<file path="src/rtl/prd_walk_pkg.sv">
package prd_walk_pkg;

    localparam int PTR_W      = 32;
    localparam int WORD_W     = 32;
    localparam int LEN_W      = 32;
    localparam int UNIT_SHIFT = 3;
    localparam int BYTES_W    = LEN_W + UNIT_SHIFT;
    localparam int ALIGN_BITS = 3;
    localparam int MODE_W     = 4;
    localparam int DESC_WORDS = 4;
    localparam int IDX_W      = $clog2(DESC_WORDS);

    // word positions inside one descriptor
    localparam int W_BUF  = 0;
    localparam int W_LEN  = 1;
    localparam int W_CTL  = 2;
    localparam int W_NEXT = 3;

    // control word layout
    localparam int FLAG_LSB   = 0;
    localparam int MODE_LSB   = 8;
    localparam int FLG_ORDER  = 4;
    localparam int FLG_TO_DEV = 5;
    localparam int FLG_LAST   = 7;

    typedef enum logic [1:0] {
        WERR_NONE      = 2'd0,
        WERR_PTR_ALIGN = 2'd1,
        WERR_BUF_ALIGN = 2'd2,
        WERR_ZERO_LEN  = 2'd3
    } walk_err_e;

    typedef enum logic [1:0] {
        S_IDLE,
        S_FETCH,
        S_XFER
    } seq_state_e;

    typedef struct packed {
        logic [PTR_W-1:0]   buf_addr;
        logic [BYTES_W-1:0] bytes;
        logic               to_dev;
        logic               ordered;
        logic               last;
        logic [MODE_W-1:0]  mode;
        logic [PTR_W-1:0]   next_ptr;
    } prd_t;

    function automatic logic is_aligned(input logic [PTR_W-1:0] a);
        return a[ALIGN_BITS-1:0] == '0;
    endfunction

endpackage

</file>
<file path="src/rtl/prd_fetch.sv">
module prd_fetch
    import prd_walk_pkg::*;
(
    input  logic                              clk,
    input  logic                              rst,
    input  logic                              go,
    input  logic [PTR_W-1:0]                  go_ptr,
    output logic                              rd_req,
    output logic [PTR_W-1:0]                  rd_addr,
    input  logic                              rd_valid,
    input  logic [WORD_W-1:0]                 rd_data,
    output logic [DESC_WORDS-1:0][WORD_W-1:0] words,
    output logic                              words_valid
);
    localparam int WORD_BYTES = WORD_W / 8;
    localparam int BYTE_SH    = $clog2(WORD_BYTES);

    logic [PTR_W-1:0] base_q;
    logic [IDX_W-1:0] idx_q;
    logic             pending_q;
    logic             req_q;
    logic             full_q;
    logic             take;

    assign take = pending_q && rd_valid;

    always_ff @(posedge clk) begin
        if (rst) begin
            base_q    <= '0;
            idx_q     <= '0;
            pending_q <= 1'b0;
            req_q     <= 1'b0;
            full_q    <= 1'b0;
            words     <= '0;
        end else begin
            req_q  <= 1'b0;
            full_q <= 1'b0;
            if (go) begin
                base_q    <= go_ptr;
                idx_q     <= '0;
                pending_q <= 1'b1;
                req_q     <= 1'b1;
            end else if (take) begin
                for (int w = 0; w < DESC_WORDS; w++) begin
                    if (idx_q == IDX_W'(w)) words[w] <= rd_data;
                end
                if (idx_q == IDX_W'(DESC_WORDS - 1)) begin
                    pending_q <= 1'b0;
                    full_q    <= 1'b1;
                end else begin
                    idx_q <= idx_q + IDX_W'(1);
                    req_q <= 1'b1;
                end
            end
        end
    end

    assign rd_req      = req_q;
    assign rd_addr     = base_q + (PTR_W'(idx_q) << BYTE_SH);
    assign words_valid = full_q;

    // one request outstanding, so requests never come back to back
    assert_single_req_R2: assert property (@(posedge clk) disable iff (rst)
        rd_req |=> !rd_req);

endmodule

</file>
<file path="src/rtl/prd_check.sv">
module prd_check
    import prd_walk_pkg::*;
(
    input  logic [DESC_WORDS-1:0][WORD_W-1:0] words,
    output prd_t                              desc,
    output walk_err_e                         err
);
    logic [WORD_W-1:0] ctl_w;
    logic [7:0]        flag_b;
    logic [7:0]        mode_b;
    logic              unused_ctl_bits;

    assign ctl_w  = words[W_CTL];
    assign flag_b = ctl_w[FLAG_LSB +: 8];
    assign mode_b = ctl_w[MODE_LSB +: 8];
    assign unused_ctl_bits = ^{ctl_w[WORD_W-1:16], flag_b[6], flag_b[3:0], mode_b[7:MODE_W]};

    always_comb begin
        desc.buf_addr = words[W_BUF];
        desc.bytes    = {words[W_LEN][LEN_W-1:0], {UNIT_SHIFT{1'b0}}};
        desc.to_dev   = flag_b[FLG_TO_DEV];
        desc.ordered  = flag_b[FLG_ORDER];
        desc.last     = flag_b[FLG_LAST];
        desc.mode     = mode_b[MODE_W-1:0];
        desc.next_ptr = words[W_NEXT];

        if (!is_aligned(words[W_BUF]))
            err = WERR_BUF_ALIGN;
        else if (words[W_LEN] == '0)
            err = WERR_ZERO_LEN;
        else
            err = WERR_NONE;
    end

endmodule

</file>
<file path="src/rtl/prd_seq.sv">
module prd_seq
    import prd_walk_pkg::*;
(
    input  logic               clk,
    input  logic               rst,
    input  logic               start,
    input  logic [PTR_W-1:0]   start_ptr,
    output logic               fetch_go,
    output logic [PTR_W-1:0]   fetch_ptr,
    input  logic               desc_valid,
    input  prd_t               desc,
    input  walk_err_e          desc_err,
    output logic               xfer_req,
    output logic [PTR_W-1:0]   xfer_addr,
    output logic [BYTES_W-1:0] xfer_bytes,
    output logic               xfer_to_dev,
    output logic               xfer_ordered,
    output logic [MODE_W-1:0]  xfer_mode,
    input  logic               xfer_ack,
    output logic               busy,
    output logic               done,
    output logic               error,
    output logic [1:0]         err_code
);
    seq_state_e state_q;
    prd_t       cur_q;
    logic       req_q;
    logic       done_q;
    logic       err_q;
    walk_err_e  code_q;

    always_comb begin
        fetch_go  = 1'b0;
        fetch_ptr = start_ptr;
        if (state_q == S_IDLE && start && is_aligned(start_ptr)) begin
            fetch_go = 1'b1;
        end else if (state_q == S_XFER && xfer_ack && !cur_q.last && is_aligned(cur_q.next_ptr)) begin
            fetch_go  = 1'b1;
            fetch_ptr = cur_q.next_ptr;
        end
    end

    always_ff @(posedge clk) begin
        if (rst) begin
            state_q <= S_IDLE;
            cur_q   <= '0;
            req_q   <= 1'b0;
            done_q  <= 1'b0;
            err_q   <= 1'b0;
            code_q  <= WERR_NONE;
        end else begin
            done_q <= 1'b0;
            err_q  <= 1'b0;
            case (state_q)
                S_IDLE: begin
                    if (start) begin
                        if (is_aligned(start_ptr)) begin
                            code_q  <= WERR_NONE;
                            state_q <= S_FETCH;
                        end else begin
                            err_q  <= 1'b1;
                            code_q <= WERR_PTR_ALIGN;
                        end
                    end
                end
                S_FETCH: begin
                    if (desc_valid) begin
                        if (desc_err != WERR_NONE) begin
                            err_q   <= 1'b1;
                            code_q  <= desc_err;
                            state_q <= S_IDLE;
                        end else begin
                            cur_q   <= desc;
                            req_q   <= 1'b1;
                            state_q <= S_XFER;
                        end
                    end
                end
                S_XFER: begin
                    if (xfer_ack) begin
                        req_q <= 1'b0;
                        if (cur_q.last) begin
                            done_q  <= 1'b1;
                            state_q <= S_IDLE;
                        end else if (is_aligned(cur_q.next_ptr)) begin
                            state_q <= S_FETCH;
                        end else begin
                            err_q   <= 1'b1;
                            code_q  <= WERR_PTR_ALIGN;
                            state_q <= S_IDLE;
                        end
                    end
                end
                default: state_q <= S_IDLE;
            endcase
        end
    end

    assign xfer_req     = req_q;
    assign xfer_addr    = cur_q.buf_addr;
    assign xfer_bytes   = cur_q.bytes;
    assign xfer_to_dev  = cur_q.to_dev;
    assign xfer_ordered = cur_q.ordered;
    assign xfer_mode    = cur_q.mode;
    assign busy         = state_q != S_IDLE;
    assign done         = done_q;
    assign error        = err_q;
    assign err_code     = code_q;

    // request fields hold until acknowledged
    assert_fields_stable_R3: assert property (@(posedge clk) disable iff (rst)
        xfer_req && !xfer_ack |=> xfer_req && $stable(cur_q));

    // completion follows an acknowledged request by one cycle
    assert_done_after_ack_R6: assert property (@(posedge clk) disable iff (rst)
        done |-> $past(xfer_req && xfer_ack));

    // misaligned start pointer is reported next cycle
    assert_bad_start_R7: assert property (@(posedge clk) disable iff (rst)
        state_q == S_IDLE && start && !is_aligned(start_ptr)
            |=> error && err_code == WERR_PTR_ALIGN && !busy);

    // misaligned link pointer stops the walk after the ack
    assert_bad_link_R8: assert property (@(posedge clk) disable iff (rst)
        state_q == S_XFER && xfer_ack && !cur_q.last && !is_aligned(cur_q.next_ptr)
            |=> error && err_code == WERR_PTR_ALIGN && !busy);

    // a rejected descriptor never raises a transfer request
    assert_no_xfer_on_reject_R9: assert property (@(posedge clk) disable iff (rst)
        state_q == S_FETCH && desc_valid && desc_err != WERR_NONE |=> error && !xfer_req);

endmodule

</file>
<file path="src/rtl/prd_walker.sv">
module prd_walker
    import prd_walk_pkg::*;
(
    input  logic               clk,
    input  logic               rst,
    input  logic               start,
    input  logic [31:0]        start_ptr,
    output logic               rd_req,
    output logic [31:0]        rd_addr,
    input  logic               rd_valid,
    input  logic [31:0]        rd_data,
    output logic               xfer_req,
    output logic [31:0]        xfer_addr,
    output logic [34:0]        xfer_bytes,
    output logic               xfer_to_dev,
    output logic               xfer_ordered,
    output logic [3:0]         xfer_mode,
    input  logic               xfer_ack,
    output logic               busy,
    output logic               done,
    output logic               error,
    output logic [1:0]         err_code
);
    logic                              fetch_go;
    logic [PTR_W-1:0]                  fetch_ptr;
    logic [DESC_WORDS-1:0][WORD_W-1:0] words;
    logic                              words_valid;
    prd_t                              desc;
    walk_err_e                         desc_err;

    prd_fetch u_fetch (
        .clk        (clk),
        .rst        (rst),
        .go         (fetch_go),
        .go_ptr     (fetch_ptr),
        .rd_req     (rd_req),
        .rd_addr    (rd_addr),
        .rd_valid   (rd_valid),
        .rd_data    (rd_data),
        .words      (words),
        .words_valid(words_valid)
    );

    prd_check u_check (
        .words(words),
        .desc (desc),
        .err  (desc_err)
    );

    prd_seq u_seq (
        .clk         (clk),
        .rst         (rst),
        .start       (start),
        .start_ptr   (start_ptr),
        .fetch_go    (fetch_go),
        .fetch_ptr   (fetch_ptr),
        .desc_valid  (words_valid),
        .desc        (desc),
        .desc_err    (desc_err),
        .xfer_req    (xfer_req),
        .xfer_addr   (xfer_addr),
        .xfer_bytes  (xfer_bytes),
        .xfer_to_dev (xfer_to_dev),
        .xfer_ordered(xfer_ordered),
        .xfer_mode   (xfer_mode),
        .xfer_ack    (xfer_ack),
        .busy        (busy),
        .done        (done),
        .error       (error),
        .err_code    (err_code)
    );

    // descriptor reads and a pending transfer never overlap
    assert_no_fetch_in_xfer_R5: assert property (@(posedge clk) disable iff (rst)
        xfer_req |-> !rd_req);

endmodule

</file>
<file path="config.mk">
export PLATFORM = sky130hd
export DESIGN_NAME = prd_walker
export DESIGN_NICKNAME = d
export VERILOG_FILES = /design/src/rtl/prd_walk_pkg.sv /design/src/rtl/prd_fetch.sv /design/src/rtl/prd_check.sv /design/src/rtl/prd_seq.sv /design/src/rtl/prd_walker.sv
export SDC_FILE = /design/constraint.sdc
export NUM_CORES = 1
export LEC_CHECK = 0
export ABC_CLOCK_PERIOD_IN_PS = 2900
export BUFFER_PORTS_ARGS = -buffer_cell sky130_fd_sc_hd__buf_2
export CELL_PAD_IN_SITES_DETAIL_PLACEMENT = 2
export CELL_PAD_IN_SITES_GLOBAL_PLACEMENT = 2
export CORE_UTILIZATION = 33
export CTS_CLUSTER_DIAMETER = 120
export DETAILED_ROUTE_END_ITERATION = 8
export PLACE_DENSITY = 0.9
export SETUP_SLACK_MARGIN = 0.4
export SYNTH_ARGS = -nofsm -noshare
export SYNTH_HDL_FRONTEND = slang
export SYNTH_SLANG_ARGS = --single-unit
</file>
<file path="constraint.sdc">
create_clock -name clk -period 2.9 [get_ports clk]
set_input_delay 0.725 -clock clk [delete_from_list [all_inputs] [get_ports clk]]
set_output_delay 0.725 -clock clk [all_outputs]
set_load 0.1 [all_outputs]
</file>
==> metrics.md, run 1 <==
| Metric | Value |
|---|---|
| Vias | `8884` |
| Setup CP Type | `reg2out` |
| Final wirelength | `37050 um` |
| RR Endpoint | `u_fetch.base_q[11]` |
| Clk_skew | `0.01823 ns` |
| CP arrival | `2.59 ns` |
| Clk sinks | `250` |
| Pin count of the biggest net entering global routing | `164` |
| Core Util, Final | `0.4355` |
| RSZ-0062 raised after global routing | `yes` |
| Post-synth cell types | `48` |
| Fin crit period | `3.310 ns` |
| CP max FO | `4` |
| Async SR Flop Fraction | `0` |
| Setup crit end kind | `output pin` |
| Comb pwr share | `0.071` |
| Layout Nets | `1393` |
| YS warnings | `0` |
| Post-Syn Area | `10300 um2` |
| Share of layout cells above drive strength 1 | `0.2738` |
| Hold Path End | `u_fetch.words[102]` |
| Dpl hpwl | `24110 um` |
| Top post-synthesis cells by area | `dfxtp_1, nand2_1, a21oi_1` |
| IO Count | `181` |
| Sw Ratio | `0.2469` |
| Slew Limit Fails | `0` |
| Hold Crit Depth | `2` |
| Area Overhead vs Synth | `29.66%` |
| CP required | `2.17 ns` |
| Outcome | `finished, violations left` |
| Power Dens Cells | `565.4 nW/um2` |
| Startpoint Class | `register` |
| DRC Markers | `0` |
| Switching pwr | `1.864 mW` |
| HP Class | `in2reg` |
| Peak supply drop | `0.3220 mV` |
| Num CTS Buffers | `28` |
| Vias in the first global route | `9659` |
| Main flop type after synthesis | `dfxtp_1` |
| Max frequency | `302.1 MHz` |
| Avg Inst Size Synth | `8.584 um2` |
| Seq pwr share | `0.463` |
| RePlAce Congestion | `0.8660` |
| Iter 0 DRT Violations | `364` |
| Wire per inst | `21.40 um` |
| GRT Total Usage | `0.2260` |
| Slew HR | `0.4641` |
| Final worst slack | `-0.4101 ns` |
| Worst Tran Pin Value | `0.8038 ns` |
| CP max stage delay | `0.37 ns` |
| Worst-case clock buffer depth | `3` |
| Non-Filler Instances | `1731` |
| CTS HTree Levels | `1` |
| Port bufs | `177` |
| Final Hold Viols | `0` |
| Setup violations, final | `24` |
| Dominant cell type by area after synthesis | `dfxtp_1` |
| Reg2Reg Depth | `8` |
| Fin crit share | `1.141` |
| CTS tree | `done` |
| Clock transition at path regs | `0.06 ns` |
| R2r startpoint | `u_seq.state_q[0]` |
| Critical-path cell list | `ha_4 -> a21oi_4 -> nor3b_2 -> buf_4 -> and3_4 -> nand4_1 -> xnor2_4 -> buf_12` |
| CP max stage cell | `dfxtp_4` |
| Root Driver | `clkbuf_16` |
| Initial antenna violation count | `2` |
| Clock power share | `0.466` |
| Flip-flop and latch count after synthesis | `250` |
| Post-synth top area share | `0.4858` |
| Die footprint | `31930 um2` |
| Leakage power total | `5.178 nW` |
| Die Wd | `178.7 um` |
| Final ANT Viol Nets | `0` |
| Cell-internal power | `5.687 mW` |
| Post-synthesis cell count | `1200` |
| Max-cap violation count | `0` |
| Gr ovfl total | `0` |
| First-pass GRT wire length | `55590 um` |
| Failing checks | `setup timing` |
| CORE AREA | `30670 um2` |
| R2R Setup Slk | `0.41 ns` |
| Hold path startpoint | `rd_data[6]` |
| Number of flops mapped to enable cells by yosys | `0` |
| Via density | `5.132` |
| Placed cells | `1654` |
| Later-pin clock latency in the skew report | `0.54 ns` |
| Die H | `178.7 um` |
| Initial Utilization | `0.3359` |
| # rows | `64` |
| Pre-Repair DR Iteration Count | `4` |
| Post-synthesis sequential area ratio | `0.4858` |
==> cell usage in the layout, fill, tap and decap left out, types with 4 or more instances in the layout <==
master       n
and3_4       4
a211oi_1    32
ha_1         8
nand4_1      9
nand2_4      7
buf_12      33
nand2_1    337
and2_1       5
xnor2_4     18
nand3_4      5
buf_4       37
dfxtp_1    238
inv_1        7
a22o_1      32
a21oi_1    169
nor4_1       8
buf_2      146
buf_6       16
clkbuf_16   29
clkbuf_8     6
and3_1       6
nor3b_1      4
clkinv_2     9
xor2_4       7
nor2_1      39
mux2i_1     37
dfxtp_2      9
==> worst max path at each step <==
stage / startpoint / endpoint / depth (start not counted)
4_1_cts: u_fetch.idx_q[0] / rd_addr[28] / 8
3_5_place_dp: u_fetch.idx_q[0] / rd_addr[26] / 8
2_1_floorplan: u_fetch.idx_q[0] / rd_addr[26] / 8
5_1_grt: u_fetch.idx_q[1] / rd_addr[31] / 8
3_3_place_gp: u_fetch.idx_q[0] / rd_addr[26] / 8
6_report: u_fetch.idx_q[1] / rd_addr[31] / 8
==> worst max-delay path, delay by kind of cell (launching register included) <==
family	cells	cell delay, ns
simple gates	3	0.67
fa+ha+maj	1	0.28
buf+inv	2	0.39
xor+xnor	1	0.27
compound gates	1	0.06
flops	1	0.37
==> state kept, by name, summed over array words and instances, names as in the netlist <==
| signal | flops |
|---|---|
| u_fetch.words | 103 |
| u_seq.cur_q | 33 |
| u_fetch.base_q | 32 |
| u_seq.xfer_addr | 32 |
| u_seq.xfer_bytes | 32 |
| u_seq.xfer_mode | 4 |
| u_fetch.idx_q | 2 |
| u_seq.err_code | 2 |
| u_seq.state_q | 2 |
| u_fetch.pending_q | 1 |
| u_fetch.rd_req | 1 |
| u_fetch.words_valid | 1 |
| u_seq.done | 1 |
| u_seq.error | 1 |
| u_seq.xfer_ordered | 1 |
| u_seq.xfer_req | 1 |
| u_seq.xfer_to_dev | 1 |
==> final cells by class <==
class / instances / area, um2
clock buffers: 37 / 815.8
repair buffers: 234 / 1879
clock inverters: 13 / 98.84
fillers: 3314 / 17310
inverters: 8 / 30.03
flip-flops and latches: 250 / 5027
multi-input cells: 791 / 5005
diodes: 2 / 5.005
well taps: 396 / 495.5
==> stage by stage <==
| step | total power, mW | TNS, ns | hold slack (ns) | cell area, um2 | setup slack (ns) |
|---|---|---|---|---|---|
| finish | 7.551 | -6.558 | 0.4487 | 13360 | -0.4101 |
| global route | 7.807 | -8.530 | 0.4371 | 13350 | -0.4804 |
| CTS | 7.627 | -5.777 | 0.4294 | 13150 | -0.3715 |
| detailed placement | 4.084 | -0.08038 | 0.4479 | 11940 | -0.04061 |
| global placement | 4.068 | 0 | 0.4394 | 11940 | 0.08328 |
| floorplan | 3.878 | -0.2448 | 0.4311 | 10910 | -0.06859 |
==> cells by family after synthesis <==
logic type / Yosys count / synth area share
adder cells (fa/ha/maj): 11 / 0.01409
AND/OR/NAND/NOR: 461 / 0.1895
AO/OA/AOI/OAI: 249 / 0.1454
buffers and inverters: 161 / 0.1031
XOR/XNOR: 29 / 0.02466
flip-flops: 250 / 0.4858
other: 1 / 0.0003640
multiplexers: 38 / 0.03705
==> timing repair <==
item | in CTS | in global routing
pin swaps | 18 | 10
resized for setup | 50 | 24
gates cloned | 0 | 0
hold buffers | 0 | 0
setup buffers | 12 | 13
setup endpoints to repair | 32 | 122
endpoints found under the hold margin | 0 | 0
==> power by group through the flow <==
stage	sequential [mW]	clock, mW	combinational (mW)
after floorplan	3.59	0	0.286
after global placement	3.56	0	0.504
after detailed placement	3.57	0	0.517
after CTS	3.49	3.60	0.532
after global routing	3.49	3.75	0.565
final	3.49	3.52	0.538
==> cells in the mapped netlist (7+ instances only) <==
master and instances:
nor2_1 42, buf_2 21, mux2i_1 37, nand2_1 344, inv_1 8, a22o_1 32
nand4_1 9, clkbuf_1 36, and3_1 11, nand3_1 8, nor4_1 8, a211oi_1 32
ha_1 10, buf_4 78, dfxtp_1 250, xnor2_1 20, xor2_1 9, buf_6 17
and2_1 7, a21oi_1 170
==> routing by layer <==
layer | up-vias | GRT usage | part of all wire | wire [um]
li1 | 4176 | - | - | -
met1 | 4441 | 0.2791 | 0.42 | 15550
met2 | 211 | 0.4092 | 0.51 | 18900
met3 | 56 | 0.03329 | 0.049 | 1811
met4 | 0 | 0.05473 | 0.022 | 797
met5 | - | 0 | 0 | 0
Note: power is estimated with default switching activity, not from simulation.
==> inputs of run 2 (changes only) <==
ABC_CLOCK_PERIOD_IN_PS = default   (was 2900)
MAX_ROUTING_LAYER = met4   (was default)
PLACE_DENSITY = 0.85   (was 0.9)
==> run 2 against run 1 <==
The flow still finishes with violations (setup timing). Clock power is 5% higher. Sequential power barely moved. Worst setup slack worse by 0.048 ns. Power grew 2.4%. Design area decreased by 0.25%. Critical path type unchanged. Highest routed layer unchanged.
==> metrics.md, run 2 (synthesis gave the netlist of run 1 again) <==
| Metric | Value |
|---|---|
| Switching pwr | `1.852 mW (was 1.864 mW)` |
| Largest registers | `u_fetch.words x103, u_seq.cur_q x33 (unchanged)` |
| DRC Markers | `0 (unchanged)` |
| Final wirelength | `36340 um (was 37050 um)` |
| Failing checks | `setup timing (unchanged)` |
| Commonest non-fill, non-tap cell in the layout | `nand2_1 (unchanged)` |
| CP arrival | `2.63 ns (was 2.59 ns)` |
| Fin crit period | `3.359 ns (was 3.310 ns)` |
| Max-cap violation count | `0 (unchanged)` |
| Clk_skew | `0.02490 ns (was 0.01823 ns)` |
| CORE AREA | `30670 um2 (unchanged)` |
| Clock transition at path regs | `0.06 ns (about the same)` |
| Vias | `8791 (was 8884)` |
| Non-Filler Instances | `1729 (was 1731)` |
| CTS HTree Levels | `1 (unchanged)` |
| RSZ-0062 raised after global routing | `yes (unchanged)` |
| Root Driver | `clkbuf_16 (unchanged)` |
| CP required | `2.17 ns (about the same)` |
| Iter 0 DRT Violations | `384 (was 364)` |
| Die footprint | `31930 um2 (unchanged)` |
| Share of layout cells above drive strength 1 | `0.2688 (was 0.2738)` |
| Via density | `5.084 (was 5.132)` |
| RePlAce Congestion | `0.8462 (was 0.8660)` |
| Max reg flops | `103 (unchanged)` |
| Sw Ratio | `0.2395 (was 0.2469)` |
| Fin area | `13320 um2 (was 13360 um2)` |
| Vias in the first global route | `9403 (was 9659)` |
| Slew HR | `0.4615 (was 0.4641)` |
| Area after DPL | `11960 um2 (was 11940 um2)` |
| Largest register by flop count | `u_fetch.words (unchanged)` |
| Gr ovfl total | `0 (unchanged)` |
| Setup CP Type | `reg2out (unchanged)` |
| Worst-case clock buffer depth | `3 (unchanged)` |
| First-pass GRT wire length | `54410 um (was 55590 um)` |
| Setup violations, final | `24 (unchanged)` |
| Wire per inst | `21.02 um (was 21.40 um)` |
| Num CTS Buffers | `28 (unchanged)` |
| Final ANT Viol Nets | `0 (unchanged)` |
| Max frequency | `297.8 MHz (was 302.1 MHz)` |
| Setup crit end kind | `output pin (unchanged)` |
| Outcome | `finished, violations left (unchanged)` |
| Leakage power total | `5.181 nW (was 5.178 nW)` |
| IO Count | `181 (unchanged)` |
| Startpoint Class | `register (unchanged)` |
| Most frequent cells in the layout | `nand2_1, dfxtp_1, a21oi_1 (unchanged)` |
| Comb pwr share | `0.071 (about the same)` |
| Clock power share | `0.478 (was 0.466)` |
| WHS | `0.4529 ns (was 0.4487 ns)` |
| GRT Total Usage | `0.2272 (was 0.2260)` |
| Fin crit share | `1.158 (was 1.141)` |
| Pre-Repair DR Iteration Count | `5 (was 4)` |
| Die H | `178.7 um (unchanged)` |
| Later-pin clock latency in the skew report | `0.54 ns (about the same)` |
| Final Hold Viols | `0 (unchanged)` |
| Placed cells | `1658 (was 1654)` |
| Initial Utilization | `0.3359 (unchanged)` |
| Worst Tran Pin Value | `0.8077 ns (was 0.8038 ns)` |
| Filler instances | `3329 (was 3314)` |
| CTS tree | `done (unchanged)` |
| Layout Nets | `1390 (was 1393)` |
| Final worst slack | `-0.4585 ns (was -0.4101 ns)` |
| HP Class | `reg2reg (was in2reg)` |
| Power Dens Cells | `580.6 nW/um2 (was 565.4 nW/um2)` |
| Cell-internal power | `5.883 mW (was 5.687 mW)` |
| Area Overhead vs Synth | `29.33% (was 29.66%)` |
| Pin count of the biggest net entering global routing | `74 (was 164)` |
| Seq pwr share | `0.451 (was 0.463)` |
| Die Wd | `178.7 um (unchanged)` |
| Initial antenna violation count | `1 (was 2)` |
| Port bufs | `177 (unchanged)` |
| CTS Hold Bufs | `0 (unchanged)` |
| Slew Limit Fails | `0 (unchanged)` |
| CP max FO | `6 (was 4)` |
| Dpl hpwl | `24420 um (was 24110 um)` |
| # rows | `64 (unchanged)` |
| Clk sinks | `250 (unchanged)` |
| Peak supply drop | `0.3532 mV (was 0.3220 mV)` |
run 2: what timing repair did:
action	4_1_cts	5_1_grt
resized for setup	27	31
setup endpoints to repair	30	31
buffers inserted	8	10
pin swaps	14	11
run 2: final cells by class:
type,count,area [um2],share of cell area
Inverter,8,30.03,0.002254
Clock inverter,11,108.9,0.008171
Timing Repair Buffer,231,1802,0.1352
Tap cell,396,495.5,0.03719
Antenna cell,1,2.502,0.0001878
Clock buffer,41,870.8,0.06536
Multi-Input combinational cell,791,4992,0.3747
Sequential cell,250,5021,0.3769
run 2: path summary, 6_finish.rpt:
check,slack (ns),endpoint,from,depth (start not counted)
worst max-delay path,-0.46,rd_addr[28],u_fetch.base_q[2],8
worst min-delay path,0.45,u_seq.xfer_addr[20],u_fetch.words[20],2
worst max register to register,0.51,u_fetch.words[18],u_seq.state_q[0],9
worst min register to register,0.45,u_seq.xfer_addr[20],u_fetch.words[20],2
run 2: routing by layer:
metal | share of wire | track usage
met3 | 0.037 | 0.02735
met2 | 0.51 | 0.3939
met1 | 0.44 | 0.2834
met4 | 0.017 | 0.04590
met5 | 0 | -
run 2: per-stage QoR:
| stage | TNS [ns] | utilization | power [mW] | worst slack [ns] |
|---|---|---|---|---|
| floorplan | -0.2448 | - | 3.878 | -0.06859 |
| global placement | 0 | 0.3899 | 4.074 | 0.08600 |
| detailed placement | -0.08358 | 0.3899 | 4.091 | -0.06159 |
| CTS | -7.453 | 0.4271 | 7.823 | -0.4244 |
| global route | -8.845 | 0.4344 | 7.989 | -0.5228 |
| finish | -7.451 | 0.4344 | 7.735 | -0.4585 |
run 2: power by group through the flow:
stage                     sequential, mW  combinational, mW  clock [mW]
after floorplan                     3.59              0.286           0
after global routing                3.49              0.574        3.93
after detailed placement            3.56              0.528           0
after global placement              3.56              0.514           0
final                               3.49              0.548        3.70
after CTS                           3.49              0.543        3.79
run 2: worst max-delay path, stage by stage (launching register included):
cell     delay (ns)
dfxtp_2        0.37
ha_4           0.17
fa_2           0.24
and3_4         0.21
and3_4         0.22
and2_4         0.20
nand4_1        0.24
xnor2_4        0.25
buf_12         0.20
